--- src/rtl/hrcs_pkg.sv ---
`timescale 1ns/1ps
package hrcs_pkg;
  localparam int CMD_W     = 3;
  localparam int NUM_SLOTS = 2;
  typedef logic [CMD_W-1:0] cmd_t;
  // strobes {ras_n, cas_n, we_n} all high: no operation
  localparam cmd_t CMD_NOP = 3'b111;
endpackage

--- src/rtl/hrcs_rst_sync.sv ---
`timescale 1ns/1ps
module hrcs_rst_sync #(
  parameter int STAGES = 2
) (
  input  logic clk,
  input  logic rst_n,
  output logic rst_sync_n
);
  logic [STAGES-1:0] sync_q;
  logic [STAGES-1:0] sync_d;

  always_comb sync_d = STAGES'((sync_q << 1) | STAGES'(1));

  always_ff @(posedge clk or negedge rst_n) begin
    if (!rst_n) sync_q <= '0;
    else        sync_q <= sync_d;
  end

  assign rst_sync_n = sync_q[STAGES-1];
endmodule

--- src/rtl/hrcs_phase_gen.sv ---
`timescale 1ns/1ps
module hrcs_phase_gen (
  input  logic clk,
  input  logic rst_n,
  output logic load_phase
);
  logic beat_q;
  logic beat_d;

  always_comb beat_d = ~beat_q;

  always_ff @(posedge clk or negedge rst_n) begin
    if (!rst_n) beat_q <= 1'b0;
    else        beat_q <= beat_d;
  end

  assign load_phase = ~beat_q;

  assert_phase_alternates_R2: assert property (@(posedge clk) disable iff (!rst_n)
    load_phase |=> !load_phase);
endmodule

--- src/rtl/hrcs_slot_hold.sv ---
`timescale 1ns/1ps
module hrcs_slot_hold import hrcs_pkg::*; #(
  parameter int BA_W   = 3,
  parameter int ADDR_W = 14
) (
  input  logic              clk,
  input  logic              rst_n,
  input  logic              load_en,
  input  logic              vld_i,
  input  cmd_t              cmd_i,
  input  logic [BA_W-1:0]   bank_i,
  input  logic [ADDR_W-1:0] addr_i,
  output logic              vld_o,
  output cmd_t              cmd_o,
  output logic [BA_W-1:0]   bank_o,
  output logic [ADDR_W-1:0] addr_o
);
  localparam int REC_W = 1 + CMD_W + BA_W + ADDR_W;

  logic [REC_W-1:0] rec_q;
  logic [REC_W-1:0] rec_d;

  always_comb rec_d = {vld_i, cmd_i, bank_i, addr_i};

  always_ff @(posedge clk or negedge rst_n) begin
    if (!rst_n)       rec_q <= '0;
    else if (load_en) rec_q <= rec_d;
  end

  assign {vld_o, cmd_o, bank_o, addr_o} = rec_q;

  // inputs outside the load edge must leave the held record alone
  assert_hold_stable_R7: assert property (@(posedge clk) disable iff (!rst_n)
    !load_en |=> $stable(rec_q));
endmodule

--- src/rtl/hrcs_beat_mux.sv ---
`timescale 1ns/1ps
module hrcs_beat_mux import hrcs_pkg::*; #(
  parameter int BA_W          = 3,
  parameter int ADDR_W        = 14,
  parameter bit IDLE_DESELECT = 1'b0
) (
  input  logic                              clk,
  input  logic                              rst_n,
  input  logic                              second_beat,
  input  logic [NUM_SLOTS-1:0]              vld_i,
  input  logic [NUM_SLOTS-1:0][CMD_W-1:0]   cmd_i,
  input  logic [NUM_SLOTS-1:0][BA_W-1:0]    bank_i,
  input  logic [NUM_SLOTS-1:0][ADDR_W-1:0]  addr_i,
  output logic                              cs_n,
  output cmd_t                              cmd_o,
  output logic [BA_W-1:0]                   bank_o,
  output logic [ADDR_W-1:0]                 addr_o
);
  logic              sel;
  logic              cs_d,   cs_q;
  cmd_t              cmd_d,  cmd_q;
  logic [BA_W-1:0]   bank_d, bank_q;
  logic [ADDR_W-1:0] addr_d, addr_q;

  assign sel = second_beat;

  always_comb begin
    if (vld_i[sel]) begin
      cs_d   = 1'b0;
      cmd_d  = cmd_i[sel];
      bank_d = bank_i[sel];
      addr_d = addr_i[sel];
    end else begin
      cs_d   = IDLE_DESELECT;
      cmd_d  = CMD_NOP;
      bank_d = '0;
      addr_d = '0;
    end
  end

  always_ff @(posedge clk or negedge rst_n) begin
    if (!rst_n) begin
      cs_q   <= 1'b1;
      cmd_q  <= CMD_NOP;
      bank_q <= '0;
      addr_q <= '0;
    end else begin
      cs_q   <= cs_d;
      cmd_q  <= cmd_d;
      bank_q <= bank_d;
      addr_q <= addr_d;
    end
  end

  assign cs_n   = cs_q;
  assign cmd_o  = cmd_q;
  assign bank_o = bank_q;
  assign addr_o = addr_q;

  // a deselected bus never carries a command or stray fields
  assert_idle_quiet_R6: assert property (@(posedge clk) disable iff (!rst_n)
    cs_q |-> (cmd_q == CMD_NOP && bank_q == '0 && addr_q == '0));
endmodule

--- src/rtl/hrcs_serializer.sv ---
`timescale 1ns/1ps
module hrcs_serializer import hrcs_pkg::*; #(
  parameter int BA_W          = 3,
  parameter int ADDR_W        = 14,
  parameter int RST_STAGES    = 2,
  parameter bit IDLE_DESELECT = 1'b0
) (
  input  logic              clk,
  input  logic              rst_n,
  input  logic              s0_vld,
  input  logic [2:0]        s0_cmd,
  input  logic [BA_W-1:0]   s0_bank,
  input  logic [ADDR_W-1:0] s0_addr,
  input  logic              s1_vld,
  input  logic [2:0]        s1_cmd,
  input  logic [BA_W-1:0]   s1_bank,
  input  logic [ADDR_W-1:0] s1_addr,
  output logic              load_phase_o,
  output logic              ca_cs_n,
  output logic              ca_ras_n,
  output logic              ca_cas_n,
  output logic              ca_we_n,
  output logic [BA_W-1:0]   ca_bank,
  output logic [ADDR_W-1:0] ca_addr
);
  logic rst_sync_n;
  logic load_phase;

  logic [NUM_SLOTS-1:0]             in_vld,  h_vld;
  logic [NUM_SLOTS-1:0][CMD_W-1:0]  in_cmd,  h_cmd;
  logic [NUM_SLOTS-1:0][BA_W-1:0]   in_bank, h_bank;
  logic [NUM_SLOTS-1:0][ADDR_W-1:0] in_addr, h_addr;
  cmd_t bus_cmd;

  assign in_vld  = {s1_vld,  s0_vld};
  assign in_cmd  = {s1_cmd,  s0_cmd};
  assign in_bank = {s1_bank, s0_bank};
  assign in_addr = {s1_addr, s0_addr};

  hrcs_rst_sync #(.STAGES(RST_STAGES)) u_rst_sync (
    .clk(clk), .rst_n(rst_n), .rst_sync_n(rst_sync_n));

  hrcs_phase_gen u_phase (
    .clk(clk), .rst_n(rst_sync_n), .load_phase(load_phase));

  for (genvar g = 0; g < NUM_SLOTS; g++) begin : g_slot
    hrcs_slot_hold #(.BA_W(BA_W), .ADDR_W(ADDR_W)) u_hold (
      .clk(clk), .rst_n(rst_sync_n), .load_en(load_phase),
      .vld_i(in_vld[g]), .cmd_i(in_cmd[g]), .bank_i(in_bank[g]), .addr_i(in_addr[g]),
      .vld_o(h_vld[g]), .cmd_o(h_cmd[g]), .bank_o(h_bank[g]), .addr_o(h_addr[g]));
  end

  hrcs_beat_mux #(.BA_W(BA_W), .ADDR_W(ADDR_W), .IDLE_DESELECT(IDLE_DESELECT)) u_mux (
    .clk(clk), .rst_n(rst_sync_n), .second_beat(load_phase),
    .vld_i(h_vld), .cmd_i(h_cmd), .bank_i(h_bank), .addr_i(h_addr),
    .cs_n(ca_cs_n), .cmd_o(bus_cmd), .bank_o(ca_bank), .addr_o(ca_addr));

  assign {ca_ras_n, ca_cas_n, ca_we_n} = bus_cmd;
  assign load_phase_o = load_phase;

  // edges seen since reset release, so $past never reaches into reset
  logic [2:0] warm_q;
  logic [2:0] warm_d;
  logic       armed;
  always_comb warm_d = (warm_q == 3'd4) ? warm_q : warm_q + 3'd1;
  always_ff @(posedge clk or negedge rst_sync_n) begin
    if (!rst_sync_n) warm_q <= '0;
    else             warm_q <= warm_d;
  end
  assign armed = (warm_q == 3'd4);

  assert_first_load_R2: assert property (@(posedge clk) disable iff (!rst_n)
    $rose(rst_sync_n) |-> load_phase);

  assert_slot0_leads_R3: assert property (@(posedge clk) disable iff (!rst_sync_n)
    (armed && $past(load_phase, 2) && $past(s0_vld, 2)) |->
      (!ca_cs_n && {ca_ras_n, ca_cas_n, ca_we_n} == $past(s0_cmd, 2) &&
       ca_bank == $past(s0_bank, 2) && ca_addr == $past(s0_addr, 2)));

  assert_slot1_trails_R4: assert property (@(posedge clk) disable iff (!rst_sync_n)
    (armed && $past(load_phase, 3) && $past(s1_vld, 3)) |->
      (!ca_cs_n && {ca_ras_n, ca_cas_n, ca_we_n} == $past(s1_cmd, 3) &&
       ca_bank == $past(s1_bank, 3) && ca_addr == $past(s1_addr, 3)));

  assert_empty_slot_nop_R6: assert property (@(posedge clk) disable iff (!rst_sync_n)
    (armed && $past(load_phase, 2) && !$past(s0_vld, 2)) |->
      (ca_cs_n == IDLE_DESELECT && {ca_ras_n, ca_cas_n, ca_we_n} == CMD_NOP));
endmodule

--- config.mk ---
export PLATFORM = sky130hd
export DESIGN_NAME = hrcs_serializer
export DESIGN_NICKNAME = d
export VERILOG_FILES = /design/src/rtl/hrcs_pkg.sv /design/src/rtl/hrcs_rst_sync.sv /design/src/rtl/hrcs_phase_gen.sv /design/src/rtl/hrcs_slot_hold.sv /design/src/rtl/hrcs_beat_mux.sv /design/src/rtl/hrcs_serializer.sv
export SDC_FILE = /design/constraint.sdc
export NUM_CORES = 1
export LEC_CHECK = 0
export ABC_AREA = 1
export BUFFER_PORTS_ARGS = -buffer_cell sky130_fd_sc_hd__buf_4
export CORE_AREA = 10 10 81 76
export CTS_BUF_LIST = sky130_fd_sc_hd__clkbuf_4 sky130_fd_sc_hd__clkbuf_8
export DETAILED_ROUTE_END_ITERATION = 8
export DIE_AREA = 0 0 91 86
export PLACE_DENSITY = 0.85
export REMOVE_ABC_BUFFERS = 1
export SLEW_MARGIN = 20
export SYNTH_ARGS = -nofsm -noshare
export SYNTH_HDL_FRONTEND = slang
export SYNTH_SLANG_ARGS = --single-unit
--- constraint.sdc ---
create_clock -name clk -period 4 [get_ports clk]
set_input_delay 1 -clock clk [delete_from_list [all_inputs] [get_ports clk]]
set_output_delay 1 -clock clk [all_outputs]
set_load 0.05 [all_outputs]
---- Word level (Yosys, flattened, before mapping) ----
Cells that the tools add are included.
storage, ports and cells
  bits in registers ....................... 66
  input port bits ......................... 44
  output and inout port bits .............. 22
  logic and storage cells ................. 21
cells by class
  $lt $le $gt $ge ......................... 1
  mux-type cells .......................... 11
  bitwise operators ....................... 1
operator list
  cell                count
  $mux 14             3
  $mux 3              6
  $lt 1x2->1 const B  1
  $mux 1              2
  $not 1->1           1

---- Longest topological paths before layout ----
  depth after elaboration ................. 4
  depth in mapped cells ................... 7
  depth with buffers taken out ............ 5

---- By module ----
A second synthesis with hierarchy kept.
unflattened totals
  cells, all modules ...................... 309
  area, all modules ....................... 2630.0 µm²
by module, submodules not included
  module          times used  cells an instance  area an instance (µm²)  sequential area each (µm²)
  hrcs_slot_hold  2           89                 803.3                   525.5
  hrcs_beat_mux   1           126                940.9                   530.5
  hrcs_rst_sync   1           3                  53.8                    50.0
  hrcs_phase_gen  1           2                  28.8                    25.0

---- Worst setup path before layout ----
No wires, ideal clock.
  path type ............................... reg2out
  start ................................... reg u_phase.beat_q
  end ..................................... out load_phase_o
  data arrival time ....................... 869 ps
  required time ........................... 3000 ps
  path slack .............................. 2131 ps
  cell stages (with the launch flop) ...... 4
  buffers on the path ..................... 2
  path through ............................ dfrtp_1 > buf_6 > inv_6 > buf_2
between the ends
  longest elaborated chain between the ends .. 1
RTL lines
  what                    line                   text
  start, declared         hrcs_phase_gen.sv:7    logic beat_q;
  start signal, assigned  hrcs_phase_gen.sv:14   else beat_q <= beat_d;
  $not 1->1               hrcs_phase_gen.sv:17   assign load_phase = ~beat_q;
  end, declared           hrcs_serializer.sv:18  output logic load_phase_o,
No other way between the ends.

---- Worst setup path after layout ----
Ends and elaborated chain as after synthesis.

==> flow_metrics.py <==
metrics = {
    "outcome": {
        "outcome": "completed",
    },
    "min_path": {
        "holdPathStages": 0,
        "min_path_type": "flip-flop to flip-flop",
    },
    "global_routing": {
        "grt_usage_pct": 14.4,
        "grt_max_degree": 66,
        "overflow": 0,
        "grt_pass1_wl_um": 9160,
        "antenna_found_initial": 0,
        "grt_pass1_vias": 1985,
    },
    "clock_network": {
        "cts_resized": 0,
        "holdBufCountCts": 0,
        "cts-buffers-inserted": 9,
        "clk_pin_slew_worst_paths_ns": 0.07,
        "clock_latency_ns": 0.34,
        "cts_sinks": 66,
        "cts_tree": "yes",
        "postCtsSetupRepairBufs": 0,
        "clock_path_buffers": 2,
        "root_buffer": "clkbuf_8",
        "h-tree-depth": 3,
    },
    "finish": {
        "seq_area_um2": 1660,
        "nets": 393,
        "diodes": 0,
        "multi_input_area_um2": 708,
        "drive_gt1_share_pct": 25.7,
        "syn_to_final_growth_pct": 27.8,
        "nFillCells": 356,
    },
    "place": {
        "place_ws_ns": 1.96,
        "gp_congestion": 0.752,
        "dpl.hpwl_um": 3500,
        "portBuffers": 65,
    },
    "floorplan": {
        "fp.coreArea_um2": 4430,
        "die_w_um": 91,
        "std_cell_rows": 23,
        "fp.dieH_um": 86,
        "die_area_um2": 7830,
        "floorplan.initialDensity_pct": 57.1,
        "ioPinCount": 66,
    },
    "critical_path": {
        "end_kind": "output pin",
        "cp.arrival_ns": 1.39,
        "reg2reg_depth": 4,
        "cp_max_fo": 65,
        "cp-start-kind": "flip-flop",
        "crit_type": "flip-flop to output pin",
        "cp.required_ns": 3.00,
    },
    "timing": {
        "fin_hold_ws_ns": 0.353,
        "slew_headroom_pct": 49.6,
        "fin_skew_ns": 0.0106,
        "rsz0062_at_grt": "false",
        "maxSlewViolCount": 0,
        "worstMarginPinSlew_ns": 0.755,
        "min_period_ns": 2.39,
        "final.setup.tns_ns": 0,
        "hold_violations": 0,
        "fin_crit_sh_pct": 59.7,
        "layout_setup_ws_ns": 1.61,
        "fmax_ghz": 0.419,
        "setup_violations": 0,
    },
    "drt": {
        "via_count": 1943,
        "route.detailed.wl_per_inst_um": 12.8,
        "drt_first_iter_violations": 132,
        "wirelength_um": 5330,
        "drc_errors": 0,
        "via_per_inst": 4.67,
        "ant_nets": 0,
        "dr.pass1.iters": 4,
    },
    "synth": {
        "yosysTopAreaCellShare_pct": 61.3,
        "synth_cell_types": 12,
        "syn_area_um2": 2530,
        "avgSynthCellArea_um2": 8.91,
        "seq_area_frac_synth_pct": 65.4,
        "yosysMostFrequentCell": "nand2_1",
        "yosys-top-cells-count": "nand2_1 (181), dfrtp_1 (62), inv_1 (16), buf_2 (6)",
        "synth_edf_count": 0,
        "ys.flop_type": "dfrtp_1",
        "async_flop_share_pct": 100,
        "ys_seq_elements": 66,
        "netlist_instances": 284,
        "ys_warn_count": 0,
        "synth_area_leaders": "dfrtp_1 (61%), nand2_1 (27%), dfstp_2 (4.2%)",
        "yosysTopAreaCell": "dfrtp_1",
    },
    "job": {
        "cap_viol_max_count": 0,
    },
    "power_and_ir_drop": {
        "ir_drop_mv": 0.286,
        "power_density_nw_per_um2": 445,
        "total_leakage_power_nw": 1.92,
    },
}
## worst paths after layout
check,start,end,slack (ns)
max in group asynchronous,u_rst_sync.sync_q[1],u_mux.addr_o[0],3.08
hold reg to reg,u_rst_sync.sync_q[0],u_rst_sync.sync_q[1],0.35
min in group asynchronous,rst_n,u_rst_sync.sync_q[1],0.43
hold / removal,u_rst_sync.sync_q[0],u_rst_sync.sync_q[1],0.35
setup / recovery,u_phase.beat_q,load_phase_o,1.61
setup reg to reg,u_phase.beat_q,u_mux.cmd_o[2],2.38
## registers in the layout, indices dropped and copies added, names as in the netlist
register,count
g_slot.u_hold.rec_q,42
u_mux.addr_o,14
u_mux.bank_o,3
u_mux.cmd_o,3
u_rst_sync.sync_q,2
u_mux.cs_n,1
u_phase.beat_q,1
## worst max-delay path: stages (launching register included)
cell	delay (ns)
dfrtp_1	0.42
inv_6	0.34
buf_4	0.28
## routing by layer
layer | global-route usage [%] | routed length [µm] | part of all wire (%)
met1 | 17.1 | 2330 | 44
met2 | 22.3 | 2480 | 47
met3 | 5.40 | 415 | 7.8
met4 | 7.40 | 106 | 2.0
met5 | 0 | 0 | 0
## stage by stage
stage	instance area, µm²	total power, mW	cells	util [%]
global route	3230	1.50	416	73.0
floorplan	2440	0.805	271	-
detailed placement	3020	0.870	400	68.1
CTS	3230	1.46	416	73.0
finish	3230	1.44	416	73.0
global placement	3020	0.866	400	68.1
## placed cells by master, fill, tap and decap left out, drive strengths merged
cell type / Yosys / layout
clkbuf: 0 / 14
nand2: 182 / 182
inv: 18 / 18
clkinv: 0 / 1
nand3: 3 / 3
buf: 13 / 67
dfstp: 4 / 4
conb: 2 / 2
bufinv: 0 / 1
dfrtp: 62 / 62
## logic make-up after synthesis
group,after synthesis,synth area share (%)
simple gates,185,27.7
flops,66,65.4
buf+inv,31,6.57
other cells,2,0.297
## cell type report
| class | instances | share of cell area, % |
|---|---|---|
| clock buffers | 14 | 5.57 |
| clock inverters | 2 | 1.08 |
| inverters | 18 | 2.24 |
| multi-input cells | 187 | 21.9 |
| flip-flops and latches | 66 | 51.3 |
| well taps | 62 | 2.40 |
| repair buffers | 67 | 15.6 |
## where the power goes
part / switching (mW) / total [mW] / internal (mW)
clock: 0.233 / 0.585 / 0.352
combinational: 0.0858 / 0.142 / 0.0558
sequential: 0.0119 / 0.714 / 0.702
No activity file was read; power rests on OpenSTA's default activity.
